## config.mk

```make
export PLATFORM = sky130hd
export DESIGN_NAME = irq_ctrl_unit
export DESIGN_NICKNAME = d
export VERILOG_FILES = /design/src/rtl/irq_unit_pkg.sv /design/src/rtl/irq_rst_sync.sv /design/src/rtl/irq_status_reg.sv /design/src/rtl/irq_enable_reg.sv /design/src/rtl/irq_prio_sel.sv /design/src/rtl/irq_ctrl_unit.sv
export SDC_FILE = /design/constraint.sdc
export NUM_CORES = 1
export LEC_CHECK = 0
export BUFFER_PORTS_ARGS = -buffer_cell sky130_fd_sc_hd__buf_2
export CORE_UTILIZATION = 35
export CTS_CLUSTER_DIAMETER = 200
export DETAILED_ROUTE_END_ITERATION = 7
export HOLD_SLACK_MARGIN = 0.06
export PLACE_DENSITY = 0.72
export RECOVER_POWER = 100
export SYNTH_ARGS = -nofsm -noshare
export SYNTH_HDL_FRONTEND = slang
export SYNTH_HIERARCHICAL = 1
export SYNTH_SLANG_ARGS = --single-unit
```

## constraint.sdc

```tcl
create_clock -name clk -period 2 [get_ports clk]
set_clock_uncertainty 0.05 [all_clocks]
set_input_delay 0.2 -clock clk [delete_from_list [all_inputs] [get_ports clk]]
set_output_delay 0.2 -clock clk [all_outputs]
set_load 0.005 [all_outputs]
```

## src/rtl/irq_unit_pkg.sv

```systemverilog
package irq_unit_pkg;

  // Register port address map
  typedef enum logic [1:0] {
    ADDR_STATUS  = 2'd0,
    ADDR_MASK    = 2'd1,
    ADDR_CLEAR   = 2'd2,
    ADDR_PENDING = 2'd3
  } reg_addr_e;

  localparam int DEF_EVT_W = 15;

  // Sticky protocol events: slave address hit 6, stop 7, arb lost 8,
  // no-acknowledge 10, repeated start 11
  localparam logic [DEF_EVT_W-1:0] DEF_STICKY_MASK = 15'h0DC0;

  // Mask bits that physically exist
  localparam logic [DEF_EVT_W-1:0] DEF_ENABLE_MASK = 15'h5DDF;

endpackage

```

## src/rtl/irq_rst_sync.sv

```systemverilog
module irq_rst_sync #(
  parameter int STAGES = 2
) (
  input  logic clk,
  input  logic rst_n_in,
  output logic rst_n_out
);

  logic [STAGES-1:0] sync_q;
  logic [STAGES-1:0] sync_d;

  always_comb begin
    sync_d = {sync_q[STAGES-2:0], 1'b1};
  end

  always_ff @(posedge clk or negedge rst_n_in) begin
    if (!rst_n_in) begin
      sync_q <= '0;
    end else begin
      sync_q <= sync_d;
    end
  end

  assign rst_n_out = sync_q[STAGES-1];

endmodule

```

## src/rtl/irq_status_reg.sv

```systemverilog
module irq_status_reg #(
  parameter int                 EVT_W       = 15,
  parameter logic [EVT_W-1:0]   STICKY_MASK = 15'h0DC0
) (
  input  logic             clk,
  input  logic             rst_n,
  input  logic [EVT_W-1:0] evt_pulse,
  input  logic [EVT_W-1:0] evt_level,
  input  logic             clr_en,
  input  logic [EVT_W-1:0] clr_bits,
  output logic [EVT_W-1:0] status_q
);

  logic [EVT_W-1:0] clr_vec;
  logic [EVT_W-1:0] sticky_d;
  logic [EVT_W-1:0] level_d;
  logic [EVT_W-1:0] status_d;

  // Next state: a new pulse is OR-ed in after the clear, so it wins
  always_comb begin
    clr_vec  = clr_en ? (clr_bits & STICKY_MASK) : '0;
    sticky_d = ((status_q & ~clr_vec) | evt_pulse) & STICKY_MASK;
    level_d  = evt_level & ~STICKY_MASK;
    status_d = sticky_d | level_d;
  end

  always_ff @(posedge clk or negedge rst_n) begin
    if (!rst_n) begin
      status_q <= '0;
    end else begin
      status_q <= status_d;
    end
  end

endmodule

```

## src/rtl/irq_enable_reg.sv

```systemverilog
module irq_enable_reg #(
  parameter int               EVT_W       = 15,
  parameter logic [EVT_W-1:0] ENABLE_MASK = 15'h5DDF
) (
  input  logic             clk,
  input  logic             rst_n,
  input  logic             wr_en,
  input  logic [EVT_W-1:0] wr_data,
  output logic [EVT_W-1:0] enable_q
);

  logic [EVT_W-1:0] enable_d;

  always_comb begin
    enable_d = enable_q;
    if (wr_en) begin
      enable_d = wr_data & ENABLE_MASK;
    end
  end

  always_ff @(posedge clk or negedge rst_n) begin
    if (!rst_n) begin
      enable_q <= '0;
    end else begin
      enable_q <= enable_d;
    end
  end

endmodule

```

## src/rtl/irq_prio_sel.sv

```systemverilog
module irq_prio_sel #(
  parameter int EVT_W = 15,
  parameter int IDX_W = 4
) (
  input  logic [EVT_W-1:0] req,
  output logic             valid,
  output logic [IDX_W-1:0] idx
);

  // Highest-numbered request wins: later loop iterations overwrite
  always_comb begin
    valid = |req;
    idx   = '0;
    for (int i = 0; i < EVT_W; i++) begin
      if (req[i]) begin
        idx = IDX_W'(i);
      end
    end
  end

endmodule

```

## src/rtl/irq_ctrl_unit.sv

```systemverilog
module irq_ctrl_unit
  import irq_unit_pkg::*;
#(
  parameter int               EVT_W       = DEF_EVT_W,
  parameter logic [EVT_W-1:0] STICKY_MASK = DEF_STICKY_MASK,
  parameter logic [EVT_W-1:0] ENABLE_MASK = DEF_ENABLE_MASK,
  localparam int              IDX_W       = $clog2(EVT_W)
) (
  input  logic             clk,
  input  logic             rst_n,
  input  logic [EVT_W-1:0] evt_pulse,
  input  logic [EVT_W-1:0] evt_level,
  input  logic             reg_wr,
  input  logic [1:0]       reg_addr,
  input  logic [EVT_W-1:0] reg_wdata,
  output logic [EVT_W-1:0] reg_rdata,
  output logic             irq,
  output logic             pend_valid,
  output logic [IDX_W-1:0] pend_idx
);

  logic             rst_sn;
  logic             mask_wr;
  logic             clr_wr;
  logic [EVT_W-1:0] status_q;
  logic [EVT_W-1:0] enable_q;
  logic [EVT_W-1:0] active;
  logic             irq_q;
  logic             irq_d;
  reg_addr_e        addr_dec;

  irq_rst_sync #(
    .STAGES (2)
  ) u_rst_sync (
    .clk       (clk),
    .rst_n_in  (rst_n),
    .rst_n_out (rst_sn)
  );

  always_comb begin
    addr_dec = reg_addr_e'(reg_addr);
    mask_wr  = reg_wr && (addr_dec == ADDR_MASK);
    clr_wr   = reg_wr && (addr_dec == ADDR_CLEAR);
  end

  irq_status_reg #(
    .EVT_W       (EVT_W),
    .STICKY_MASK (STICKY_MASK)
  ) u_status (
    .clk       (clk),
    .rst_n     (rst_sn),
    .evt_pulse (evt_pulse),
    .evt_level (evt_level),
    .clr_en    (clr_wr),
    .clr_bits  (reg_wdata),
    .status_q  (status_q)
  );

  irq_enable_reg #(
    .EVT_W       (EVT_W),
    .ENABLE_MASK (ENABLE_MASK)
  ) u_enable (
    .clk      (clk),
    .rst_n    (rst_sn),
    .wr_en    (mask_wr),
    .wr_data  (reg_wdata),
    .enable_q (enable_q)
  );

  assign active = status_q & enable_q;

  irq_prio_sel #(
    .EVT_W (EVT_W),
    .IDX_W (IDX_W)
  ) u_prio (
    .req   (active),
    .valid (pend_valid),
    .idx   (pend_idx)
  );

  // Interrupt line: one register stage after the pending flag
  assign irq_d = pend_valid;

  always_ff @(posedge clk or negedge rst_sn) begin
    if (!rst_sn) begin
      irq_q <= 1'b0;
    end else begin
      irq_q <= irq_d;
    end
  end

  assign irq = irq_q;

  always_comb begin
    unique case (addr_dec)
      ADDR_STATUS:  reg_rdata = status_q;
      ADDR_MASK:    reg_rdata = enable_q;
      ADDR_CLEAR:   reg_rdata = '0;
      ADDR_PENDING: reg_rdata = EVT_W'({pend_valid, pend_idx});
      default:      reg_rdata = '0;
    endcase
  end

endmodule

```

==> reports/results.ini <==
[floorplanning]
start_util_pct = 36.3
die_h_um = 69.2
die-area_um2 = 4790
fp-row-count = 24
die_w_um = 69.2
io_pins = 71
core_um2 = 4350

[critical_path]
critPathCaptureType = output port
crit_type = reg -> out
arrival_ns = 1.75
start_kind = flip-flop
timing.rr.start = u_rst_sync/sync_q[1]
worstRegToRegCells = 1
critPathLaunch = u_enable/enable_q[4]
r2r_end = u_enable/enable_q[8]
r2r_setup_slack_ns = 0.41
required_ns = 1.75
crit_path_end = reg_rdata[4]
cp_max_fo = 3

[detailed_routing]
ant_nets = 0
drt_pass1_iterations = 6
drtIter0Drc = 32
routed.top_layer = met4
met3_length_um = 162
m1WireLength_mm = 1.56
vias = 1275
routed-wl-met2_mm = 1.60
drt_wl_total_mm = 3.39
via_per_inst = 4.59
wl_per_cell_um = 12.2
drc = 0

[timing]
max_freq_mhz = 501
maxSlewHeadroom_pct = 1.51
period_share_pct = 99.8
min_period_ns = 2.00
hold_violations = 0
maxSlewViolCount = 0
worst_pin_slew_ns = 1.48
rsz0062_at_grt = yes
setup_viol = 0

[grt]
grt_max_degree = 29
overflow = 0
grt_pass1_wl_mm = 5.72
grt_pass1_vias = 1242
grt.total_usage_pct = 15.4
antenna_found_initial = 0

[clock_tree]
cts.reportedPaths.clkPinSlew_ns = 0.06
cts_buffer_depth = 2
clkLatencyLatePin_ns = 0.28
cts_made_buffers = 5
clock-root-buffer = clkbuf_8
clkSinkCount = 30
htree_levels = 2
cts_tree = built

[final_layout]
n_fill_cell = 390
drive_gt1_share_pct = 45.6
post-route-util_pct = 51.5
final_cell_count_no_fill = 278
synthToLayoutAreaGrowth_pct = 41.8
nets = 275
diodes = 0

[yosys]
synth_cell_types = 29
syn_avg_cell_area_um2 = 11.1
ys_seq_area_share_pct = 47.5
synth_edf_count = 0
netlist_area_um2 = 1580
async_flop_share_pct = 100
netlist_instances = 142
synth_top_flop_cell = dfrtp_1
yosys_register_bits = 30
yosys_warnings = 6

[place]
place_congestion = 0.822
hpwl_mm = 2.46
portBuffers = 52
placed_cells = 243

[status]
status = complete, no violations

[min_path]
hold_path.class = in -> reg

[power_and_ir_drop]
ir_drop_uv = 280
p_leak_nw = 1.07
p_per_area_nw_per_um2 = 751

[job]
max-cap-violations = 0

[cell usage after synthesis (5+ instances only)]
cell type / count / area, um^2
dfrtp_1: 30 / 751
nor2_1: 16 / 60.1
and2_1: 15 / 93.8
mux2i_1: 15 / 150
mux2_4: 10 / 150
nand2_1: 7 / 26.3
nand3_1: 7 / 35.0
a21o_1: 5 / 37.5
[cells by family after synthesis]
kind of cell	after synthesis	synth area share (%)
multiplexers	27	20.4
flip-flops	30	47.5
other	2	0.475
AND/OR/NAND/NOR	52	17.2
AO/OA/AOI/OAI	19	7.67
buffers and inverters	12	6.80
[per-stage QoR]
step / worst slack [ns] / hold WS, ns / total power, mW / TNS (ns) / cell area, um^2
5_1_grt: -0.0721 / 0.0862 / 1.78 / -0.246 / 2240
3_5_place_dp: 0.200 / -0.0606 / 1.08 / 0 / 1850
3_3_place_gp: 0.220 / -0.0641 / 1.07 / 0 / 1850
6_report: 0.00330 / 0.0947 / 1.68 / 0 / 2240
4_1_cts: 0.00655 / 0.0867 / 1.68 / 0 / 2210
2_1_floorplan: 0.428 / -0.146 / 0.968 / 0 / 1590
[metal layers]
metal  up-vias  global-route usage [%]
met5         -                       0
li1        642                       -
met3         8                    3.63
met4         0                    8.84
met1       590                    20.5
met2        35                    22.9
[cell usage in the layout (no fill, tap or decap)]
| cell type | netlist | routed |
|---|---|---|
| a21boi_1 | 0 | 1 |
| a21o_1 | 5 | 5 |
| a21oi_1 | 3 | 2 |
| a21oi_2 | 0 | 1 |
| and2_1 | 15 | 9 |
| and2_4 | 0 | 6 |
| and3b_1 | 1 | 1 |
| buf_2 | 0 | 51 |
| buf_4 | 3 | 14 |
| clkbuf_1 | 1 | 2 |
| clkbuf_8 | 2 | 6 |
| clkinv_2 | 0 | 1 |
| clkinvlp_4 | 0 | 1 |
| conb_1 | 2 | 4 |
| dfrtp_1 | 30 | 30 |
| dlygate4sd3_1 | 0 | 16 |
| inv_1 | 3 | 3 |
| mux2_2 | 2 | 2 |
| mux2_4 | 10 | 10 |
| mux2i_1 | 15 | 15 |
| nand2_1 | 7 | 7 |
| nand2b_1 | 2 | 2 |
| nand3_1 | 7 | 5 |
| nand3_2 | 0 | 2 |
| nor2_1 | 16 | 13 |
| nor2_2 | 0 | 3 |
| nor3_2 | 1 | 1 |
| nor4_1 | 1 | 1 |
| nor4_4 | 0 | 1 |
| o21ai_0 | 3 | 1 |
| o21ai_1 | 3 | 4 |
| o21ai_2 | 0 | 1 |
| o21bai_1 | 1 | 1 |
| o311ai_1 | 0 | 1 |
| o31ai_2 | 0 | 2 |
| or2_4 | 0 | 1 |
[worst min path at each step]
stage	start	end	cells past startpoint
after floorplan	rst_n	u_rst_sync/sync_q[0]	0
after global placement	rst_n	u_rst_sync/sync_q[0]	1
after detailed placement	rst_n	u_rst_sync/sync_q[1]	1
after CTS	reg_wdata[3]	u_enable/enable_q[3]	2
after global routing	reg_wdata[4]	u_enable/enable_q[4]	2
final	reg_wdata[3]	u_enable/enable_q[3]	2
[repair_timing]
item | in CTS | in global routing
hold buffers | 16 | 0
pin swaps | 12 | 6
setup endpoints to repair | 2 | 5
buffers inserted | 8 | 3
hold endpoints to repair | 17 | 0
resized for setup | 15 | 6
[worst max-delay path, cell delays in order (launching register included)]
cell and delay, ns:
dfrtp_1 0.39, and2_4 0.18, nor4_4 0.27, nand3_1 0.09, or2_4 0.25, nand3_2 0.08
o21ai_2 0.06, buf_2 0.14
[power by group]
group | switching, mW | internal (mW)
Sequential | 0.0372 | 0.670
Combinational | 0.203 | 0.275
Clock | 0.224 | 0.276
Total | 0.464 | 1.22
[registers in the layout, summed over array words and instances, names as in the netlist]
| signal | count |
|---|---|
| u_enable/enable_q | 12 |
| u_status/status_q | 15 |
| u_rst_sync/sync_q | 2 |
| irq | 1 |
[layout make-up]
type                            instances  area, um^2  share of cell area (%)
Multi-Input combinational cell        102         792                    35.3
Clock buffer                            6        82.6                    3.68
Tap cell                               52        65.1                    2.90
Inverter                                3        11.3                   0.502
Sequential cell                        30         751                    33.5
Clock inverter                          2        12.5                   0.558
Timing Repair Buffer                   83         528                    23.5
(Power assumes the default switching activity.)
